## src/rtl/spi_cmd_pkg.sv

```systemverilog
package spi_cmd_pkg;

  typedef enum logic [1:0] {
    ST_IDLE  = 2'd0,
    ST_SETUP = 2'd1,
    ST_SHIFT = 2'd2,
    ST_HOLD  = 2'd3
  } ctl_state_e;

  // Per-transfer settings captured when a command is accepted
  typedef struct packed {
    logic act_hi;
    logic cpha;
    logic wide;
    logic rw;
  } xfer_mode_t;

endpackage

```

## src/rtl/spi_rate_gen.sv

```systemverilog
// Produces one tick per SCLK half period while run is high
module spi_rate_gen #(
  parameter int DIV_W = 8
) (
  input  logic             clk,
  input  logic             rst_n,
  input  logic             run,
  input  logic [DIV_W-1:0] div,
  output logic             tick
);
  logic [DIV_W-1:0] cnt_q;

  assign tick = run && (cnt_q == div);

  always_ff @(posedge clk or negedge rst_n) begin
    if (!rst_n)             cnt_q <= '0;
    else if (!run || tick)  cnt_q <= '0;
    else                    cnt_q <= cnt_q + 1'b1;
  end
endmodule

```

## src/rtl/spi_delay_timer.sv

```systemverilog
// Down counter shared by the setup and hold phases; value v lasts v+1 cycles
module spi_delay_timer #(
  parameter int DLY_W = 8
) (
  input  logic             clk,
  input  logic             rst_n,
  input  logic             load,
  input  logic [DLY_W-1:0] load_val,
  output logic             expired
);
  logic [DLY_W-1:0] cnt_q;

  assign expired = (cnt_q == '0);

  always_ff @(posedge clk or negedge rst_n) begin
    if (!rst_n)        cnt_q <= '0;
    else if (load)     cnt_q <= load_val;
    else if (!expired) cnt_q <= cnt_q - 1'b1;
  end
endmodule

```

## src/rtl/spi_bit_engine.sv

```systemverilog
// SCLK toggling plus transmit and receive shift registers, indexed by edge count
module spi_bit_engine #(
  parameter int WORD_W  = 16,
  parameter int SHORT_W = 8
) (
  input  logic              clk,
  input  logic              rst_n,
  input  logic              load,
  input  logic [WORD_W-1:0] load_word,
  input  logic              load_wide,
  input  logic              load_cpol,
  input  logic              run_wide,
  input  logic              run_cpha,
  input  logic              tick,
  input  logic              miso,
  output logic              sclk,
  output logic              mosi,
  output logic              final_edge,
  output logic [WORD_W-1:0] rx_word
);
  localparam int EDGE_W = $clog2(2 * WORD_W + 1);
  localparam logic [EDGE_W-1:0] LAST_LONG  = EDGE_W'(2 * WORD_W - 1);
  localparam logic [EDGE_W-1:0] LAST_SHORT = EDGE_W'(2 * SHORT_W - 1);

  logic [WORD_W-1:0] tx_q, rx_q, short_img;
  logic [EDGE_W-1:0] edge_q, last_idx;
  logic              sclk_q, capture, launch;

  // A short word is left-aligned so the shared MSB tap serves both sizes
  generate
    if (SHORT_W < WORD_W) begin : g_pad
      assign short_img = {load_word[SHORT_W-1:0], {(WORD_W - SHORT_W){1'b0}}};
    end else begin : g_nopad
      assign short_img = load_word;
    end
  endgenerate

  assign last_idx   = run_wide ? LAST_LONG : LAST_SHORT;
  // Even edge index = leading edge. Capture on leading when cpha=0, else on trailing
  assign capture    = (edge_q[0] == run_cpha);
  assign launch     = !capture && (edge_q != '0);
  assign final_edge = tick && (edge_q == last_idx);

  always_ff @(posedge clk or negedge rst_n) begin
    if (!rst_n) begin
      tx_q   <= '0;
      rx_q   <= '0;
      edge_q <= '0;
      sclk_q <= 1'b0;
    end else if (load) begin
      tx_q   <= load_wide ? load_word : short_img;
      rx_q   <= '0;
      edge_q <= '0;
      sclk_q <= load_cpol;
    end else if (tick) begin
      sclk_q <= ~sclk_q;
      edge_q <= edge_q + 1'b1;
      if (capture) rx_q <= {rx_q[WORD_W-2:0], miso};
      if (launch)  tx_q <= {tx_q[WORD_W-2:0], 1'b0};
    end
  end

  assign sclk    = sclk_q;
  assign mosi    = tx_q[WORD_W-1];
  assign rx_word = rx_q;
endmodule

```

## src/rtl/spi_cmd_master.sv

```systemverilog
module spi_cmd_master
  import spi_cmd_pkg::*;
#(
  parameter int WORD_W  = 16,
  parameter int SHORT_W = 8,
  parameter int DIV_W   = 8,
  parameter int DLY_W   = 8
) (
  input  logic              clk,
  input  logic              rst_n,
  input  logic              cmd_valid,
  output logic              cmd_ready,
  input  logic [WORD_W-1:0] cmd_data,
  input  logic              cmd_wide,
  input  logic              cmd_rw,
  input  logic              cfg_cs_act_hi,
  input  logic              cfg_cpol,
  input  logic              cfg_cpha,
  input  logic [DIV_W-1:0]  cfg_div,
  input  logic [DLY_W-1:0]  cfg_setup,
  input  logic [DLY_W-1:0]  cfg_hold,
  output logic              sclk,
  output logic              mosi,
  input  logic              miso,
  output logic              cs,
  output logic              done,
  output logic [WORD_W-1:0] rd_data
);
  ctl_state_e        st_q, st_d;
  xfer_mode_t        mode_q;
  logic [DIV_W-1:0]  div_q;
  logic [DLY_W-1:0]  hold_q;
  logic [WORD_W-1:0] rx_word, rd_q;
  logic              cs_q, done_q;
  logic              accept, tick, final_edge, expired, finish;

  assign cmd_ready = (st_q == ST_IDLE);
  assign accept    = cmd_valid && cmd_ready;
  assign finish    = (st_q == ST_HOLD) && expired;

  spi_rate_gen #(.DIV_W(DIV_W)) u_rate (
    .clk  (clk),
    .rst_n(rst_n),
    .run  (st_q == ST_SHIFT),
    .div  (div_q),
    .tick (tick)
  );

  spi_delay_timer #(.DLY_W(DLY_W)) u_delay (
    .clk     (clk),
    .rst_n   (rst_n),
    .load    (accept || final_edge),
    .load_val(accept ? cfg_setup : hold_q),
    .expired (expired)
  );

  spi_bit_engine #(.WORD_W(WORD_W), .SHORT_W(SHORT_W)) u_bits (
    .clk       (clk),
    .rst_n     (rst_n),
    .load      (accept),
    .load_word (cmd_data),
    .load_wide (cmd_wide),
    .load_cpol (cfg_cpol),
    .run_wide  (mode_q.wide),
    .run_cpha  (mode_q.cpha),
    .tick      (tick),
    .miso      (miso),
    .sclk      (sclk),
    .mosi      (mosi),
    .final_edge(final_edge),
    .rx_word   (rx_word)
  );

  always_comb begin
    st_d = st_q;
    unique case (st_q)
      ST_IDLE:  if (accept)     st_d = ST_SETUP;
      ST_SETUP: if (expired)    st_d = ST_SHIFT;
      ST_SHIFT: if (final_edge) st_d = ST_HOLD;
      ST_HOLD:  if (expired)    st_d = ST_IDLE;
      default:                  st_d = ST_IDLE;
    endcase
  end

  always_ff @(posedge clk or negedge rst_n) begin
    if (!rst_n) begin
      st_q   <= ST_IDLE;
      mode_q <= '0;
      div_q  <= '0;
      hold_q <= '0;
      cs_q   <= 1'b1;
      done_q <= 1'b0;
      rd_q   <= '0;
    end else begin
      st_q   <= st_d;
      done_q <= finish;
      if (accept) begin
        mode_q <= '{act_hi: cfg_cs_act_hi, cpha: cfg_cpha, wide: cmd_wide, rw: cmd_rw};
        div_q  <= cfg_div;
        hold_q <= cfg_hold;
        cs_q   <= cfg_cs_act_hi;
      end else if (finish) begin
        cs_q <= ~mode_q.act_hi;
      end
      if (finish && mode_q.rw) rd_q <= rx_word;
    end
  end

  assign cs      = cs_q;
  assign done    = done_q;
  assign rd_data = rd_q;
endmodule

```

## config.mk

```make
export PLATFORM = sky130hd
export DESIGN_NAME = spi_cmd_master
export DESIGN_NICKNAME = d
export VERILOG_FILES = /design/src/rtl/spi_cmd_pkg.sv /design/src/rtl/spi_rate_gen.sv /design/src/rtl/spi_delay_timer.sv /design/src/rtl/spi_bit_engine.sv /design/src/rtl/spi_cmd_master.sv
export SDC_FILE = /design/constraint.sdc
export NUM_CORES = 1
export LEC_CHECK = 0
export ABC_AREA = 0
export BUFFER_PORTS_ARGS = -buffer_cell sky130_fd_sc_hd__buf_4
export CORE_MARGIN = 1
export CORE_UTILIZATION = 50
export DETAILED_ROUTE_END_ITERATION = 7
export PLACE_DENSITY = 0.81
export SKIP_LAST_GASP = 1
export SYNTH_ARGS = -nofsm -noshare
export SYNTH_HDL_FRONTEND = slang
export SYNTH_SLANG_ARGS = --single-unit
```

## constraint.sdc

```tcl
create_clock -name clk -period 2.4 [get_ports clk]
set_input_delay 0.24 -clock clk [delete_from_list [all_inputs] [get_ports clk]]
set_output_delay 0.24 -clock clk [all_outputs]
set_load 0.1 [all_outputs]
```

==> metrics.log, run 1 <==
INFO  metric outcome = completed
INFO  metric critPathKind = reg -> reg
INFO  metric skew_final = approximately 0.012 ns
INFO  metric achievable-frequency = 460 MHz
INFO  metric synth-async-reset-ratio = between 90% and 100%
INFO  metric drv.max_cap_violation_count = 0
INFO  metric die_height = approximately 97 um
INFO  metric firstDrtPassIters = 4
INFO  metric topRoutingLayerUsed = met4
INFO  metric cellLeakagePower = 0.00266 uW
INFO  metric synth.avg_cell_area = roughly 9.9 um2
INFO  metric synth_fp_nets = 511
INFO  metric grt_pass1_vias = between 3000 and 4000
INFO  metric timing.slew.headroom = between 50% and 60%
INFO  metric detailroute.via_count = roughly 3400
INFO  metric ys.warnings.count = 0
INFO  metric final_min_period_over_clock_period = around nine tenths
INFO  metric critical_path_peak_fanout = 7
INFO  metric post-synth-top-count-cell = sky130_fd_sc_hd__dfrtp_1
INFO  metric grt_setup_unrepaired = no
INFO  metric clkSlewWorstSetupHoldPaths = 0.10 ns
INFO  metric routedLengthMet1 = ~4000 um
INFO  metric timing.critical_path.to = st_q[1]$_DFFE_PN0P_
INFO  metric power.ir.vdd_worst = about 0.00063 V
INFO  metric floorplan.die_area = roughly 9400 um2
INFO  metric cts_buffer_depth = 2
INFO  metric final_nets = approximately 580
INFO  metric critical_path_launch_point = u_delay.cnt_q[0]$_DFFE_PN0P_
INFO  metric grt_start_max_net_pins = 64
INFO  metric antenna_left = 0
INFO  metric first_iter_violations = ~200
INFO  metric n_antenna_cell = 0
INFO  metric ys.flop_type = sky130_fd_sc_hd__dfrtp_1
INFO  metric design.portCount = 70
INFO  metric clock_period_minus_final_worst_setup_slack = ~2.2 ns
INFO  metric worst-r2r-setup-slack = around 0.23 ns
INFO  metric chipWidth = ~97 um
INFO  metric drive_gt1_share = around a fifth
INFO  metric std_cell_rows = 34
INFO  metric synth_enable_flop_cells = 0
INFO  metric min-delay-path-class = in -> reg
INFO  metric fin_setup_tns = 0 ns
INFO  metric syn-instance-count = between 400 and 500
INFO  metric yosysUniqueCellTypes = 35
INFO  metric power.density_cell_area = ~950 nW/um2
INFO  metric grt_usage = 19.8%
INFO  metric grt_pass1_wl = between 15000 and 20000 um
INFO  metric crit_required = around 2.7 ns
INFO  metric drc = 0
INFO  metric number_of_input_and_output_port_buffers_inserted = around 70
INFO  metric met2RoutedLength = 4500 um
INFO  metric worst_setup_path_start_kind = flop
INFO  metric clock_latency = approximately 0.36 ns
INFO  metric htreeDepth = 3
INFO  metric antenna_found_initial = 0
INFO  metric reg2regPathDepth = 8
INFO  metric final.hold.worst_slack = 0.0636 ns
INFO  metric worstReg2RegStart = u_delay.cnt_q[0]$_DFFE_PN0P_
INFO  metric final-max-slew-violation-count = 0
INFO  metric timing.final.hold_violations = 0
INFO  metric wl_met3 = ~330 um
INFO  metric yosys_register_bits = 95
INFO  metric vias_per_cell = ~5.4
INFO  metric globalRouteOverflowTotal = 0
INFO  metric post-synth-top-area-fraction = 52.3%
INFO  metric worstPathArrival = ~2.4 ns
INFO  metric finalWirelength = between 8000 and 9000 um
INFO  metric globalplace.congestion = slightly below 0.9
INFO  metric cts_sinks = between 90 and 100
INFO  metric worst_pin_slew = about 0.66 ns
INFO  metric core_area = 8720 um2
INFO  metric ys_seq_area_share = ~53%
INFO  metric synth_top_cells_by_count = sky130_fd_sc_hd__dfrtp_1, sky130_fd_sc_hd__nand2_1, sky130_fd_sc_hd__nand3_1
INFO  metric cts_resized = 0
INFO  metric initial_utilization = about half
INFO  metric setup_viol_count_final = 0
INFO  metric area.growth.synth_to_final = 18.7%
INFO  metric cts-buffers-inserted = 9
INFO  metric yosys.area.top_type = sky130_fd_sc_hd__dfrtp_1
INFO  metric netlist_top_cells_area = sky130_fd_sc_hd__dfrtp_1, sky130_fd_sc_hd__nand3_1, sky130_fd_sc_hd__nand2_1
INFO  metric place_hpwl = about 6200 um
INFO  metric worst_r2r_end = st_q[1]$_DFFE_PN0P_
INFO  metric endpoint_kind = flop
INFO  metric synthesis.area = ~4500 um2
INFO  metric cts.root.buffer_cell = sky130_fd_sc_hd__clkbuf_8
INFO  metric tritoncts = built
INFO  metric drt-wirelength-per-cell = between 10 and 15 um
==> sequential cells by signal (all words and copies together), names as in the netlist <==
signal,count
u_bits.sclk,1
u_rate.cnt_q,8
div_q,8
cs,1
u_bits.rx_word,16
mode_q,4
st_q,2
done,1
u_delay.cnt_q,8
hold_q,8
rd_data,16
u_bits.edge_q,6
u_bits.tx_q,16
==> routing by layer <==
metal  vias to the layer above  track usage [%]
met2                        76             33.6
met3                        11             3.40
met5                         -                0
met4                         0             5.05
li1                       1686                -
met1                      1632             26.4
==> cell type report <==
type / instances / area, um2
clock inverter: 7 / 62.6
fill: 716 / 3380
multi-input combinational: 318 / 1950
tap: 108 / 135
timing repair buffer: 82 / 643
inverter: 11 / 41.3
sequential: 95 / 2380
clock buffer: 9 / 124
==> worst min path at each step <==
stage | from | endpoint | depth (start not counted)
after global placement | rst_n | rd_data[9]$_DFFE_PN0P_ | 1
after floorplan | rst_n | div_q[0]$_DFFE_PN0P_ | 0
after global routing | cfg_hold[3] | hold_q[3]$_DFFE_PN0P_ | 3
final | cfg_hold[4] | hold_q[4]$_DFFE_PN0P_ | 3
after CTS | cfg_hold[4] | hold_q[4]$_DFFE_PN0P_ | 3
after detailed placement | rst_n | rd_data[8]$_DFFE_PN0P_ | 1
==> through the flow <==
| stage | power, uW | utilization, % | instance area (um2) | std cells | setup WS, ns |
|---|---|---|---|---|---|
| 3_3_place_gp | 4020 | 59.0 | 5140 | 613 | 0.402 |
| 6_report | 5080 | 61.2 | 5340 | 630 | 0.226 |
| 5_1_grt | 5420 | 61.2 | 5340 | 630 | 0.0873 |
| 4_1_cts | 5110 | 61.2 | 5340 | 630 | 0.235 |
| 3_5_place_dp | 4110 | 59.0 | 5140 | 613 | 0.278 |
| 2_1_floorplan | 3630 | - | 4500 | 453 | 0.00442 |
==> cells by family (layout without fill, tap and decap cells) <==
kind of cell               Yosys count  count (layout)  share of synthesized area, %
and+or+nand+nor                    202             202                          21.3
DFF                                 95              95                          52.9
AOI/OAI and AO/OA                   48              48                          6.40
buffers and inverters               40             109                          3.87
muxes                               38              38                          8.98
xor gates and xnor gates            21              21                          4.09
adders and majority gates            9               9                          2.50
==> placed cells by master, fill, tap and decap left out, drive strengths merged, types with 3 or more instances in the layout <==
cell and count:
a21oi 11, and3 4, buf 81, clkbuf 9, clkinvlp 3, dfrtp 94
ha 9, inv 15, mux2 19, mux2i 19, nand2 85, nand3 71
nor2 22, nor4 4, o211ai 11, o21ai 22, or4 7, xnor2 6
xor2 15
==> critical path, stage by stage, from the launching register on <==
cell and delay, ns:
sky130_fd_sc_hd__dfrtp_1 0.45, sky130_fd_sc_hd__inv_1 0.12, sky130_fd_sc_hd__ha_1 0.19, sky130_fd_sc_hd__nor3b_1 0.26, sky130_fd_sc_hd__nor2b_1 0.22, sky130_fd_sc_hd__buf_4 0.18
sky130_fd_sc_hd__nor2_1 0.08, sky130_fd_sc_hd__a221oi_2 0.23, sky130_fd_sc_hd__mux2_1 0.35
==> report_power, final <==
part           switching, uW  internal (uW)  total [uW]
Combinational           1090            660        1750
Sequential               313           2020        2330
Clock                    603            398        1000
Total                   2000           3080        5080
==> timing repair <==
item / 4_1_cts / 5_1_grt
buffers inserted: 0 / 0
endpoints found under the hold margin: 50 / 0
hold buffers: 1 / 0
Power figures use the tool's default switching activity.
==> run 2: changes to the inputs <==
--- a/config.mk
+++ b/config.mk
@@ -8,9 +8,11 @@
 export ABC_AREA = 0
 export BUFFER_PORTS_ARGS = -buffer_cell sky130_fd_sc_hd__buf_4
 export CORE_MARGIN = 1
-export CORE_UTILIZATION = 50
+export CORE_UTILIZATION = 57
+export CTS_CLUSTER_SIZE = 16
 export DETAILED_ROUTE_END_ITERATION = 7
-export PLACE_DENSITY = 0.81
+export MAX_ROUTING_LAYER = met4
+export PLACE_DENSITY = 0.89
 export SKIP_LAST_GASP = 1
 export SYNTH_ARGS = -nofsm -noshare
 export SYNTH_HDL_FRONTEND = slang
==> run 2 against run 1 <==
Compared with the run above:
- total power grew 3.1%
- critical endpoint is now rd_data[2]$_DFFE_PN0P_
- global-route usage grew 5.1 points
- via count grew 3.9%
- sequential power is essentially flat
- design area grew 0.40%
- critical path type unchanged
- die area shrank 12%
- first-iteration DRC count shrank 8.9%
- utilization grew 8.5 points
- largest power group unchanged
- highest routed layer unchanged
==> metrics.log, run 2 (synthesis results as in run 1) <==
INFO  metric timing.final.hold_violations = 0 (unchanged)
INFO  metric outcome = completed
INFO  metric cts_sinks = 95 (unchanged)
INFO  metric critPathKind = reg -> reg
INFO  metric setup_viol_count_final = 0 (unchanged)
INFO  metric min-delay-path-class = in -> reg
INFO  metric grt_setup_unrepaired = no
INFO  metric initial_utilization = 58.5% (+6.9 points)
INFO  metric final_min_period_over_clock_period = 90.7% (+0.15 points)
INFO  metric die_height = 90.8 um (-6.2%)
INFO  metric cell_depth_of_the_worst_min_delay_path = 3 (unchanged)
INFO  metric achievable-frequency = 459 MHz (-0.16%)
INFO  metric clock_period_minus_final_worst_setup_slack = 2.18 ns (+0.00349 ns)
INFO  metric min_to = hold_q[4]$_DFFE_PN0P_
INFO  metric tritoncts = built
INFO  metric finalWirelength = 9160 um (+2.7%)
INFO  metric globalRouteOverflowTotal = 0 (unchanged)
INFO  metric final-max-slew-violation-count = 0 (unchanged)
INFO  metric drt-wirelength-per-cell = 14.6 um (+3.3%)
INFO  metric grt_pass1_vias = 3445 (+2.3%)
INFO  metric design.portCount = 70 (unchanged)
INFO  metric worst_hold_startpoint = cfg_hold[4]
INFO  metric timing.slew.headroom = 62.4% (+6.2 points)
INFO  metric reg2regPathDepth = 7 (-1)
INFO  metric clock_latency = 0.38 ns (+0.02 ns)
INFO  metric first_iter_violations = 184 (-8.9%)
INFO  metric worstReg2RegStart = u_delay.cnt_q[0]$_DFFE_PN0P_
INFO  metric drive_gt1_share = 21.8% (+0.49 points)
INFO  metric clkSlewWorstSetupHoldPaths = 0.10 ns (about the same)
INFO  metric drv.max_cap_violation_count = 0 (unchanged)
INFO  metric worstPathArrival = 2.43 ns (about the same)
INFO  metric fin_setup_tns = 0 ns (unchanged)
INFO  metric final_nets = 577 (+0.35%)
INFO  metric power.density_cell_area = 977 nW/um2 (+2.7%)
INFO  metric floorplan.die_area = 8250 um2 (-12%)
INFO  metric grt_usage = 24.9% (+5.1 points)
INFO  metric final_common_cell = sky130_fd_sc_hd__dfrtp_1
INFO  metric grt_start_max_net_pins = 46 (-28%)
INFO  metric antenna_found_initial = 0 (unchanged)
INFO  metric chipWidth = 90.8 um (-6.2%)
INFO  metric skew_final = 0.0134 ns (+0.000911 ns)
INFO  metric core_area = 7690 um2 (-12%)
INFO  metric area.growth.synth_to_final = 19.1%
INFO  metric place_hpwl = 6440 um (+3.1%)
INFO  metric worst_setup_path_start_kind = flop
INFO  metric critical_path_launch_point = u_delay.cnt_q[0]$_DFFE_PN0P_
INFO  metric cts_setup_buffers = 0 (unchanged)
INFO  metric fin_total_pwr = 5240 uW (+3.1%)
INFO  metric final_cell_mix = sky130_fd_sc_hd__dfrtp_1, sky130_fd_sc_hd__nand2_1, sky130_fd_sc_hd__buf_4
INFO  metric antenna_left = 0 (unchanged)
INFO  metric final.hold.worst_slack = 0.0513 ns (-0.0122 ns)
INFO  metric crit_required = 2.65 ns (about the same)
INFO  metric power.ir.vdd_worst = 0.000698 V (+12%)
INFO  metric cts.root.buffer_cell = sky130_fd_sc_hd__clkbuf_8
INFO  metric final-instance-count-excl-fill = 626 (-0.63%)
INFO  metric htreeDepth = 3 (unchanged)
INFO  metric cellLeakagePower = 0.00268 uW (+0.84%)
INFO  metric n_antenna_cell = 0 (unchanged)
INFO  metric number_of_input_and_output_port_buffers_inserted = 69 (unchanged)
INFO  metric post-place-ws = 0.179 ns (-0.0988 ns)
INFO  metric critical_path_peak_fanout = 16 (+9)
INFO  metric worst_r2r_end = rd_data[2]$_DFFE_PN0P_
INFO  metric worst_pin_slew = 0.564 ns (-0.0924 ns)
INFO  metric endpoint_kind = flop
INFO  metric worst-r2r-setup-slack = 0.22 ns (about the same)
INFO  metric std_cell_rows = 32 (-5.9%)
INFO  metric drc = 0 (unchanged)
INFO  metric cts-buffers-inserted = 9 (unchanged)
INFO  metric grt_pass1_wl = 15800 um (+3.0%)
INFO  metric timing.final.ws_setup = 0.223 ns (-0.00349 ns)
INFO  metric firstDrtPassIters = 4 (unchanged)
INFO  metric dpl.cell_count = 609 (-0.65%)
INFO  metric globalplace.congestion = 0.897 (+2.5%)
INFO  metric cts_buffer_depth = 2 (unchanged)
INFO  metric vias_per_cell = 5.65 (+4.6%)
INFO  metric detailroute.via_count = 3539 (+3.9%)
run 2: cell types whose count changed in the layout (fill, tap and decap cells not counted):
cell / before / now
sky130_fd_sc_hd__clkinvlp_4: 3 / 1
sky130_fd_sc_hd__nor2b_1: 1 / 0
sky130_fd_sc_hd__nor2b_2: 0 / 1
sky130_fd_sc_hd__buf_4: 79 / 82
sky130_fd_sc_hd__buf_12: 2 / 1
sky130_fd_sc_hd__inv_6: 2 / 3
sky130_fd_sc_hd__bufinv_16: 0 / 1
run 2: critical path, cell delays in order, from the launching register on:
cell,delay (ns)
sky130_fd_sc_hd__dfrtp_1,0.44
sky130_fd_sc_hd__inv_1,0.11
sky130_fd_sc_hd__ha_1,0.19
sky130_fd_sc_hd__nor3b_1,0.27
sky130_fd_sc_hd__nor2b_2,0.25
sky130_fd_sc_hd__and3_1,0.18
sky130_fd_sc_hd__buf_4,0.24
sky130_fd_sc_hd__mux2_2,0.38
run 2: per-layer routing:
metal	global-route usage (%)	vias up	share of wire, %
li1	-	1689	-
met1	29.8	1722	42
met2	42.7	113	52
met3	4.63	15	4.7
met4	8.33	0	1.6
met5	-	-	0
run 2: area by class of cell:
type	instances	area, um2
tap	102	128
inverter	11	41.3
sequential	95	2380
timing repair buffer	84	646
clock inverter	7	86.3
multi-input combinational	318	1960
clock buffer	9	124
fill	596	2330
run 2: power breakdown:
group | internal, uW | total, uW | leakage [uW] | switching, uW
registers | 2020 | 2330 | 0.00125 | 313
logic | 667 | 1770 | 0.00133 | 1110
clock network | 507 | 1130 | 0.000105 | 622
total | 3200 | 5240 | 0.00268 | 2040
run 2: how the worst max path moves through the flow:
stage                                              end  slack, ns  depth (start not counted)
after global routing            rd_data[2]$_DFFE_PN0P_       0.08                          7
after floorplan           u_bits.edge_q[2]$_DFFE_PN0P_      0.004                          7
after global placement          rd_data[5]$_DFFE_PN0P_       0.35                          5
after CTS                       rd_data[2]$_DFFE_PN0P_       0.14                          7
final                           rd_data[2]$_DFFE_PN0P_       0.22                          7
after detailed placement        rd_data[2]$_DFFE_PN0P_       0.18                          7
run 2: metrics by stage:
stage,util (%),area [um2]
2_1_floorplan,-,4500
3_3_place_gp,66.8,5140
3_5_place_dp,66.8,5140
4_1_cts,69.7,5360
5_1_grt,69.7,5360
6_report,69.7,5360
run 2: repair_timing:
action,4_1_cts,5_1_grt
hold endpoints to repair,41,0
gates resized for setup,0,1
setup endpoints to repair,0,1
hold buffers,1,0
==> run 3: changes to the inputs <==
--- a/config.mk
+++ b/config.mk
@@ -7,12 +7,13 @@
 export LEC_CHECK = 0
 export ABC_AREA = 0
 export BUFFER_PORTS_ARGS = -buffer_cell sky130_fd_sc_hd__buf_4
+export CORE_ASPECT_RATIO = 0.6
 export CORE_MARGIN = 1
 export CORE_UTILIZATION = 57
 export CTS_CLUSTER_SIZE = 16
 export DETAILED_ROUTE_END_ITERATION = 7
 export MAX_ROUTING_LAYER = met4
-export PLACE_DENSITY = 0.89
+export PLACE_DENSITY = 0.8
 export SKIP_LAST_GASP = 1
 export SYNTH_ARGS = -nofsm -noshare
 export SYNTH_HDL_FRONTEND = slang
==> run 3 against run 2 <==
Compared with the run above:
- utilization grew 3.3 points
- register-to-register slack lost 0.02 ns
- highest routed layer unchanged
- sequential power is essentially flat
- clock skew shrank 0.0022 ns
- first-iteration DRC count grew 76%
- sequential share of layout area shrank 0.61 points
- via count shrank 2.2%
- largest power group unchanged
- global-route usage grew 0.95 points
- critical path depth is the same
- routed wire length grew 1.6%
- final cell count is the same
==> metrics.log, run 3 (synthesis results as in run 1) <==
INFO  metric power.ir.vdd_worst = 0.000631 V (-9.5%)
INFO  metric place_hpwl = 6390 um (-0.84%)
INFO  metric worstPathArrival = 2.42 ns (about the same)
INFO  metric clkSlewWorstSetupHoldPaths = 0.08 ns (-0.02 ns)
INFO  metric hold_buffers = 1 (unchanged)
INFO  metric crit_path_max_incr_delay = 0.41 ns (-0.03 ns)
INFO  metric drc = 0 (unchanged)
INFO  metric grt_usage = 25.9% (+0.95 points)
INFO  metric worst_setup_path_start_kind = flop
INFO  metric design.portCount = 70 (unchanged)
INFO  metric min-delay-path-class = in -> reg
INFO  metric detailroute.via_count = 3460 (-2.2%)
INFO  metric drv.max_cap_violation_count = 0 (unchanged)
INFO  metric outcome = completed
INFO  metric initial_utilization = 60.4% (+1.9 points)
INFO  metric final-max-slew-violation-count = 0 (unchanged)
INFO  metric antenna_left = 0 (unchanged)
INFO  metric critical_path_peak_fanout = 16 (unchanged)
INFO  metric endpoint_kind = flop
INFO  metric placed_cell_area = 5140 um2 (unchanged)
INFO  metric final-instance-count-excl-fill = 626 (unchanged)
INFO  metric vias_per_cell = 5.53 (-2.2%)
INFO  metric cts-buffers-inserted = 9 (unchanged)
INFO  metric core_area = 7450 um2 (-3.1%)
INFO  metric fin_setup_tns = 0 ns (unchanged)
INFO  metric floorplan.die_area = 8260 um2 (+0.14%)
INFO  metric achievable-frequency = 455 MHz (-0.86%)
INFO  metric cts_setup_buffers = 0 (unchanged)
INFO  metric cellLeakagePower = 0.00272 uW (+1.3%)
INFO  metric n_antenna_cell = 0 (unchanged)
INFO  metric drt-wirelength-per-cell = 14.9 um (+1.6%)
INFO  metric cpMaxStageDelayCell = sky130_fd_sc_hd__dfrtp_1
INFO  metric antenna_found_initial = 0 (unchanged)
INFO  metric power.density_cell_area = 1020 nW/um2 (+3.9%)
INFO  metric grt_setup_unrepaired = no
INFO  metric dpl.cell_count = 609 (unchanged)
INFO  metric skew_final = 0.0112 ns (-0.00221 ns)
INFO  metric globalRouteOverflowTotal = 0 (unchanged)
INFO  metric std_cell_rows = 24 (-25%)
INFO  metric drive_gt1_share = 21.3% (-0.49 points)
INFO  metric htreeDepth = 3 (unchanged)
INFO  metric globalplace.congestion = 0.892 (-0.64%)
INFO  metric number_of_input_and_output_port_buffers_inserted = 69 (unchanged)
INFO  metric grt_pass1_wl = 15800 um (-0.27%)
INFO  metric worst_pin_slew = 0.615 ns (+0.0516 ns)
INFO  metric first_iter_violations = 324 (+76%)
INFO  metric fin_total_pwr = 5520 uW (+5.4%)
INFO  metric final_min_period_over_clock_period = 91.5% (+0.79 points)
INFO  metric clock_latency = 0.35 ns (-0.03 ns)
INFO  metric critPathKind = reg -> reg
INFO  metric chipWidth = 117 um (+28%)
INFO  metric timing.slew.headroom = 59.0% (-3.4 points)
INFO  metric final_area = 5430 um2 (+1.4%)
INFO  metric cts_buffer_depth = 2 (unchanged)
INFO  metric die_height = 70.8 um (-22%)
INFO  metric cts_sinks = 95 (unchanged)
INFO  metric final_common_cell = sky130_fd_sc_hd__dfrtp_1
INFO  metric cts.root.buffer_cell = sky130_fd_sc_hd__clkbuf_16
INFO  metric final_cell_mix = sky130_fd_sc_hd__dfrtp_1, sky130_fd_sc_hd__nand2_1, sky130_fd_sc_hd__buf_4
INFO  metric clock_period_minus_final_worst_setup_slack = 2.20 ns (+0.0190 ns)
INFO  metric setup_viol_count_final = 0 (unchanged)
INFO  metric timing.final.hold_violations = 0 (unchanged)
INFO  metric final_nets = 575 (-0.35%)
INFO  metric area.growth.synth_to_final = 20.8%
INFO  metric grt_start_max_net_pins = 55 (+20%)
INFO  metric cts_resized = 0 (unchanged)
INFO  metric grt_pass1_vias = 3307 (-4.0%)
INFO  metric worstPathCellList = inv_1 > ha_1 > nor3b_1 > nor2b_1 > and3_1 > buf_4 > mux2_1
INFO  metric firstDrtPassIters = 4 (unchanged)
INFO  metric crit_required = 2.62 ns (-0.03 ns)
INFO  metric tritoncts = built
INFO  metric finalWirelength = 9300 um (+1.6%)
[run 3: cell types whose count changed in the layout (fill, tap and decap cells not counted), moves of 2 or more]
| cell | delta |
|---|---|
| sky130_fd_sc_hd__clkbuf_8 | -9 |
| sky130_fd_sc_hd__buf_4 | -3 |
| sky130_fd_sc_hd__clkinv_4 | +2 |
| sky130_fd_sc_hd__clkbuf_16 | +9 |
[run 3: path summary, 6_finish.rpt]
path	from	endpoint	slack, ns	cells past startpoint
max	u_delay.cnt_q[1]$_DFFE_PN0P_	rd_data[11]$_DFFE_PN0P_	0.20	7
min	cfg_hold[2]	hold_q[2]$_DFFE_PN0P_	0.07	3
max reg2reg	u_delay.cnt_q[1]$_DFFE_PN0P_	rd_data[11]$_DFFE_PN0P_	0.20	7
min reg2reg	hold_q[0]$_DFFE_PN0P_	hold_q[0]$_DFFE_PN0P_	0.48	2
max in group asynchronous	rst_n	rd_data[2]$_DFFE_PN0P_	1.29	3
min in group asynchronous	rst_n	u_rate.cnt_q[4]$_DFF_PN0_	0.45	2
[run 3: area by class of cell]
cell class              count  area [um2]
flip-flops and latches     95        2380
fillers                   583        2010
multi-input cells         318        1950
repair buffers             82         643
clock buffers               9         225
well taps                 104         130
clock inverters             7        62.6
inverters                  11        41.3
[run 3: critical path: cells and delay by family, from the launching register on]
kind / cells / cell delay [ns]
AND/OR/NAND/NOR: 3 / 0.71
multiplexers: 1 / 0.36
flip-flops: 1 / 0.41
buffers and inverters: 2 / 0.38
adder cells (fa/ha/maj): 1 / 0.21
[run 3: metal layers]
metal / part of all wire, % / wire (um) / vias up / global-route usage, %
met2: 45 / 4190 / 107 / 37.9
met4: 0.97 / 90 / 0 / 7.17
met3: 4.9 / 456 / 12 / 6.26
met1: 49 / 4560 / 1662 / 36.3
li1: - / - / 1679 / -
met5: 0 / 0 / - / -
[run 3: power breakdown]
part	leakage, uW	switching [uW]	internal [uW]
Sequential	0.00125	301	2020
Clock	0.000144	663	727
Combinational	0.00133	1130	673
Total	0.00272	2090	3420
[run 3: per-stage QoR]
step | hold slack [ns] | utilization (%) | setup slack (ns)
finish | 0.0709 | 73.0 | 0.204
global route | 0.0726 | 73.0 | 0.0833
CTS | 0.0660 | 73.0 | 0.203
detailed placement | 0.295 | 69.0 | 0.245
global placement | 0.294 | 69.0 | 0.329
floorplan | -0.0556 | - | 0.00442
